File: config.mk
export PLATFORM = sky130hd
export DESIGN_NAME = fifo_thr_irq
export DESIGN_NICKNAME = d
export VERILOG_FILES = /design/src/rtl/fthr_pkg.sv /design/src/rtl/fthr_regfile.sv /design/src/rtl/fthr_level_cmp.sv /design/src/rtl/fthr_flags.sv /design/src/rtl/fifo_thr_irq.sv
export SDC_FILE = /design/constraint.sdc
export NUM_CORES = 1
export LEC_CHECK = 0
export ABC_AREA = 1
export ABC_CLOCK_PERIOD_IN_PS = 2900
export BUFFER_PORTS_ARGS = -buffer_cell sky130_fd_sc_hd__buf_4
export CAP_MARGIN = 20
export CORE_MARGIN = 3
export CORE_UTILIZATION = 52
export CTS_BUF_LIST = sky130_fd_sc_hd__clkbuf_8
export CTS_CLUSTER_SIZE = 28
export DETAILED_ROUTE_END_ITERATION = 10
export PLACE_DENSITY = 0.88
export SYNTH_ARGS = -nofsm -noshare
export SYNTH_HDL_FRONTEND = slang
export SYNTH_SLANG_ARGS = --single-unit
export TNS_END_PERCENT = 20
File: constraint.sdc
create_clock -name clk -period 2.9 [get_ports clk]
set_input_delay 0.145 -clock clk [delete_from_list [all_inputs] [get_ports clk]]
set_output_delay 0.145 -clock clk [all_outputs]
set_load 0.005 [all_outputs]
File: src/rtl/fthr_pkg.sv
package fthr_pkg;
  localparam int REG_W   = 32;
  localparam int LVL_W   = 8;
  localparam int NUM_SRC = 4;
  localparam int BLK_SHIFT = 6;

  // flag / field index; field i lives at bits 8*i+7:8*i
  localparam int IX_RXS = 0;
  localparam int IX_RXD = 1;
  localparam int IX_TXS = 2;
  localparam int IX_TXD = 3;

  localparam logic [11:0] OFS_THR = 12'h068;
  localparam logic [11:0] OFS_STS = 12'h058;
  localparam logic [11:0] OFS_EN  = 12'h05C;

  localparam logic [REG_W-1:0] THR_RST = 32'h4800_0000;

  function automatic logic [REG_W-1:0] merge_bytes(
    input logic [REG_W-1:0] old_v,
    input logic [REG_W-1:0] new_v,
    input logic [REG_W/8-1:0] be
  );
    logic [REG_W-1:0] r;
    r = old_v;
    for (int k = 0; k < REG_W/8; k++)
      if (be[k]) r[8*k +: 8] = new_v[8*k +: 8];
    return r;
  endfunction

  function automatic bool_t_dummy(input logic a);
    return a;
  endfunction
endpackage

File: src/rtl/fthr_regfile.sv
module fthr_regfile
  import fthr_pkg::*;
#(
  parameter int ADDR_W = 12
) (
  input  logic                 clk,
  input  logic                 rst_n,
  input  logic [ADDR_W-1:0]    reg_addr,
  input  logic                 reg_wr,
  input  logic [REG_W-1:0]     reg_wdata,
  input  logic [REG_W/8-1:0]   reg_be,
  output logic [REG_W-1:0]     reg_rdata,
  input  logic [NUM_SRC-1:0]   flags,
  output logic [REG_W-1:0]     thr_q,
  output logic [NUM_SRC-1:0]   en_q,
  output logic [NUM_SRC-1:0]   clr_hit
);
  localparam logic [ADDR_W-1:0] A_THR = ADDR_W'(OFS_THR);
  localparam logic [ADDR_W-1:0] A_STS = ADDR_W'(OFS_STS);
  localparam logic [ADDR_W-1:0] A_EN  = ADDR_W'(OFS_EN);

  logic wr_thr, wr_sts, wr_en;
  assign wr_thr = reg_wr && (reg_addr == A_THR);
  assign wr_sts = reg_wr && (reg_addr == A_STS) && reg_be[0];
  assign wr_en  = reg_wr && (reg_addr == A_EN)  && reg_be[0];

  assign clr_hit = wr_sts ? reg_wdata[NUM_SRC-1:0] : '0;

  always_ff @(posedge clk or negedge rst_n) begin
    if (!rst_n) begin
      thr_q <= THR_RST;
      en_q  <= '0;
    end else begin
      if (wr_thr) thr_q <= merge_bytes(thr_q, reg_wdata, reg_be);
      if (wr_en)  en_q  <= reg_wdata[NUM_SRC-1:0];
    end
  end

  always_comb begin
    reg_rdata = '0;
    if (reg_addr == A_THR)      reg_rdata = thr_q;
    else if (reg_addr == A_STS) reg_rdata[NUM_SRC-1:0] = flags;
    else if (reg_addr == A_EN)  reg_rdata[NUM_SRC-1:0] = en_q;
  end

  // a full-strobe write lands unchanged
  p_full_write_r2: assert property (@(posedge clk) disable iff (!rst_n)
    wr_thr && (reg_be == '1) |=> thr_q == $past(reg_wdata));
  // an unstrobed top byte is kept
  p_top_byte_kept_r2: assert property (@(posedge clk) disable iff (!rst_n)
    wr_thr && !reg_be[3] |=> thr_q[31:24] == $past(thr_q[31:24]));
  // no threshold write, no change
  p_thr_hold_r10: assert property (@(posedge clk) disable iff (!rst_n)
    !wr_thr |=> $stable(thr_q));
endmodule

File: src/rtl/fthr_level_cmp.sv
module fthr_level_cmp
  import fthr_pkg::*;
#(
  parameter int CNT_W = 14,
  parameter int SHIFT = 6,
  parameter bit ABOVE = 1'b1
) (
  input  logic [CNT_W-1:0] cnt,
  input  logic [LVL_W-1:0] lvl,
  output logic             hit
);
  localparam int UNIT_W = CNT_W - SHIFT;
  localparam int CMP_W  = (UNIT_W > LVL_W) ? UNIT_W : LVL_W;

  function automatic logic [CMP_W-1:0] to_units(input logic [CNT_W-1:0] c);
    return CMP_W'(c >> SHIFT);
  endfunction

  function automatic logic [CMP_W-1:0] widen(input logic [LVL_W-1:0] l);
    return CMP_W'(l);
  endfunction

  logic [CMP_W-1:0] units, level;
  assign units = to_units(cnt);
  assign level = widen(lvl);

  generate
    if (ABOVE) begin : g_above
      assign hit = units > level;
    end else begin : g_below
      assign hit = units < level;
    end
  endgenerate
endmodule

File: src/rtl/fthr_flags.sv
module fthr_flags
  import fthr_pkg::*;
(
  input  logic               clk,
  input  logic               rst_n,
  input  logic [NUM_SRC-1:0] cond,
  input  logic [NUM_SRC-1:0] clr_hit,
  input  logic [NUM_SRC-1:0] en_q,
  output logic [NUM_SRC-1:0] flags,
  output logic               irq_o
);
  always_ff @(posedge clk or negedge rst_n) begin
    if (!rst_n) flags <= '0;
    else        flags <= (flags | cond) & ~clr_hit;
  end

  assign irq_o = |(flags & en_q);

  generate
    for (genvar i = 0; i < NUM_SRC; i++) begin : g_chk
      // a held condition sets the flag next edge
      p_cond_sets_r3: assert property (@(posedge clk) disable iff (!rst_n)
        cond[i] && !clr_hit[i] |=> flags[i]);
      p_sticky_r7: assert property (@(posedge clk) disable iff (!rst_n)
        flags[i] && !clr_hit[i] |=> flags[i]);
      p_quiet_r7: assert property (@(posedge clk) disable iff (!rst_n)
        !flags[i] && !cond[i] |=> !flags[i]);
      p_clear_r8: assert property (@(posedge clk) disable iff (!rst_n)
        clr_hit[i] |=> !flags[i]);
    end
  endgenerate

  p_mask_r9: assert property (@(posedge clk) disable iff (!rst_n)
    (en_q == '0) |-> !irq_o);
endmodule

File: src/rtl/fifo_thr_irq.sv
module fifo_thr_irq
  import fthr_pkg::*;
#(
  parameter int ADDR_W = 12,
  parameter int DCNT_W = 14,
  parameter int SCNT_W = 9
) (
  input  logic              clk,
  input  logic              rst_n,
  input  logic [ADDR_W-1:0] reg_addr,
  input  logic              reg_wr,
  input  logic [31:0]       reg_wdata,
  input  logic [3:0]        reg_be,
  output logic [31:0]       reg_rdata,
  input  logic [DCNT_W-1:0] txd_free_bytes,
  input  logic [SCNT_W-1:0] txs_used,
  input  logic [DCNT_W-1:0] rxd_free_bytes,
  input  logic [SCNT_W-1:0] rxs_used,
  output logic [3:0]        irq_flags,
  output logic              irq_o
);
  localparam int MAX_W = (DCNT_W > SCNT_W) ? DCNT_W : SCNT_W;

  logic [REG_W-1:0]   thr_q;
  logic [NUM_SRC-1:0] en_q, clr_hit, cond;
  logic [MAX_W-1:0]   cnt_ext [NUM_SRC];

  assign cnt_ext[IX_RXS] = MAX_W'(rxs_used);
  assign cnt_ext[IX_RXD] = MAX_W'(rxd_free_bytes);
  assign cnt_ext[IX_TXS] = MAX_W'(txs_used);
  assign cnt_ext[IX_TXD] = MAX_W'(txd_free_bytes);

  fthr_regfile #(.ADDR_W(ADDR_W)) u_regs (
    .clk(clk), .rst_n(rst_n), .reg_addr(reg_addr), .reg_wr(reg_wr),
    .reg_wdata(reg_wdata), .reg_be(reg_be), .reg_rdata(reg_rdata),
    .flags(irq_flags), .thr_q(thr_q), .en_q(en_q), .clr_hit(clr_hit)
  );

  generate
    for (genvar i = 0; i < NUM_SRC; i++) begin : g_src
      localparam bit IS_DATA = (i == IX_RXD) || (i == IX_TXD);
      fthr_level_cmp #(
        .CNT_W(MAX_W),
        .SHIFT(IS_DATA ? BLK_SHIFT : 0),
        .ABOVE(i != IX_RXD)
      ) u_cmp (
        .cnt(cnt_ext[i]),
        .lvl(thr_q[LVL_W*i +: LVL_W]),
        .hit(cond[i])
      );
    end
  endgenerate

  fthr_flags u_flags (
    .clk(clk), .rst_n(rst_n), .cond(cond), .clr_hit(clr_hit),
    .en_q(en_q), .flags(irq_flags), .irq_o(irq_o)
  );
endmodule

==> flow_summary.yaml <==
sta:
  slew_violations: 0
  tns_ns: 0
  finalCritPeriodShare: 0.5713
  final.setup.worst_slack_ns: 1.243
  relSlewSlack: 0.6503
  setup_viol: 0
  rsz0062_at_grt: "no"
  max_freq_ghz: 0.6036
  skew_ns: 0.001705
  finalHoldViolCount: 0
  period_needed_ns: 1.657
  worst_slew_pin_slew_ns: 0.5246
detailed_routing:
  postRouteAntennaNets: 0
  via_per_inst: 4.852
  vias: 2882
  first_pass_iters: 4
  drtIter0Drc: 128
  wl_per_cell_um: 12.06
  routed_wl_mm: 7.164
  drcViolationCount: 0
layout:
  drive_gt1_frac: 0.2710
  nFillCells: 419
  num_antenna_cells: 0
  final_cells: 594
  post-route-util: 0.7470
  fin_nets: 651
  synthToLayoutAreaGrowth_pct: 36.76
synthesis:
  netlist_area_um2: 2825
  synth_top_area_frac: 0.3366
  syn_nets: 531
  yosysUniqueCellTypes: 25
  syn_avg_cell_area_um2: 7.010
  ys_ff_latch: 40
  synthCells: 403
  synth_area_leaders: "dfrtp_1 34%, nand2_1 17%, ha_1 14%"
  yosys_warnings: 0
  synth.largest_area_cell: "dfrtp_1"
  yosysSeqAreaShare: 0.3552
critical_path:
  r2r_setup_slack_ns: 1.47
  worst-path-max-fanout: 35
  path_delay_family: "simple AND/OR/NAND/NOR gates"
  cp_num_buf_inv: 4
  required_ns: 2.76
  critPathSlowestCell: "or2_2"
  crit_path_start_kind: "input pin"
  startpoint: "reg_addr[0]"
  path_cells: "buf_4, inv_1, nand3_1, nor2_4, nand2_4, or2_2, nand2_1, inv_1, buf_4"
  timing.rr.start: "u_regs.thr_q[6]"
  critical_path_class: "input pin to output port"
  cp_slowest_stage_delay_ns: 0.37
  end_kind: "output port"
  arrival_ns: 1.51
clocking:
  cts.sinks: 40
  hold_buffers: 1
  clk_pin_slew_worst_paths_ns: 0.07
  h-tree-depth: 2
  post-cts-setup-buffers: 0
  cts_buffer_depth: 2
  post_cts_resized: 0
  tritoncts: "yes"
  cts-root-buf: "clkbuf_8"
  clock_latency_ns: 0.29
  cts_buffers: 5
place:
  dp_slack_ns: 1.001
  gp_congestion: 0.8024
  dp_hpwl_mm: 5.785
  port_buffers: 121
  placedCellCount: 585
global_route:
  grt_pass1_wl_mm: 12.21
  grt_pass1_vias: 2985
  grt_usage: 0.2400
  antenna_found_initial: 0
  overflow: 0
  grt_max_degree: 41
run_status:
  status: "finished clean"
die:
  rows: 26
  boundaryPins: 134
  coreArea_um2: 5172
  die-area_um2: 6354
  die_h_um: 79.71
  die_w_um: 79.71
  initial_utilization: 0.5462
pwr:
  ir_worst_vdd_mv: 0.2059
  powerDensity_nw_per_um2: 288.0
  p_leak_nw: 2.183
flow_run:
  max-cap-violations: 0
hold_path:
  worstHoldStart: "reg_wdata[14]"
  holdCritPathClass: "input pin to flop"
-- per-stage QoR --
stage | area (um^2) | hold WS [ns] | power (mW)
after global routing | 3864 | 0.07918 | 1.173
after floorplan | 2825 | -0.1506 | 0.6351
after detailed placement | 3764 | 0.1538 | 0.7520
final | 3864 | 0.07993 | 1.113
after CTS | 3864 | 0.07586 | 1.123
after global placement | 3764 | 0.1510 | 0.7434
-- cell usage in the layout, fill, tap and decap left out --
cell,instances
or2_2,3
clkbuf_8,6
o21ai_2,4
nand3_1,48
inv_2,1
buf_4,121
nor3_1,1
nand3b_1,2
ha_1,31
dlygate4sd3_1,1
nand2_4,1
a21oi_1,12
o21ai_0,4
nor2_8,1
nand2_2,1
nor2_1,46
nand4_1,3
inv_1,70
nand2_1,125
nor2_4,1
dfstp_2,2
a21o_1,1
nor2_2,1
dfrtp_1,38
-- final timing paths --
check	to	cells after the start
min in group asynchronous	u_regs.thr_q[26]	2
max	reg_rdata[0]	9
min reg2reg	u_regs.thr_q[20]	2
max reg2reg	u_flags.flags[0]	8
max in group asynchronous	u_regs.thr_q[30]	2
min	u_regs.thr_q[14]	3
-- sequential cells by signal (all words and copies together) (netlist names) --
signal         cells
u_flags.flags      4
u_regs.en_q        4
u_regs.thr_q      32
-- report_power, final --
group | switching, mW | total, mW | internal [mW]
sequential | 0.000699 | 0.559 | 0.559
clock | 0.185 | 0.372 | 0.187
combinational | 0.0788 | 0.181 | 0.103
-- routing by layer --
metal  wire (um)  GRT usage  part of all wire  vias to the layer above
li1            -          -                 -                     1493
met1        2909     0.2624              0.41                     1290
met2        3695     0.4624              0.52                       92
met3         502    0.06208             0.070                        7
met4          57    0.04467            0.0080                        0
met5           0          0                 0                        -
-- layout make-up --
class	instances	area [um^2]	share of cell area
multi-input combinational	285	1505	0.3896
sequential	40	1003	0.2597
timing repair buffer	122	918.4	0.2377
inverter	69	259.0	0.06703
tap	70	87.58	0.02267
clock buffer	6	82.58	0.02137
clock inverter	2	7.507	0.001943
-- worst min-delay path, cell delays in order --
cell	delay [ns]
buf_4	0.07
nand3_1	0.06
nand2_1	0.06
-- cells by family after synthesis --
family	Yosys count	synth area share
buffers and inverters	78	0.1120
AOI/OAI and AO/OA	21	0.04340
and+or+nand+nor	233	0.3521
DFF	40	0.3552
adders and majority gates	31	0.1373
-- cells in the mapped netlist --
cell and count:
inv_2 1, nand2_4 1, a21o_1 1, o21ai_0 4
nand3b_1 2, ha_1 31, clkbuf_1 3, nor2_1 46
inv_1 68, o21ai_2 4, nand2_2 1, nand2_1 125
a21oi_1 12, dfrtp_1 38, nand4_1 3, dfstp_2 2
buf_1 2, nor2_4 1, nand3_1 48, nor2_8 1
buf_2 1, or2_2 3, nor3_1 1, buf_6 3
nor2_2 1
Note: power is estimated with default switching activity, not from simulation.
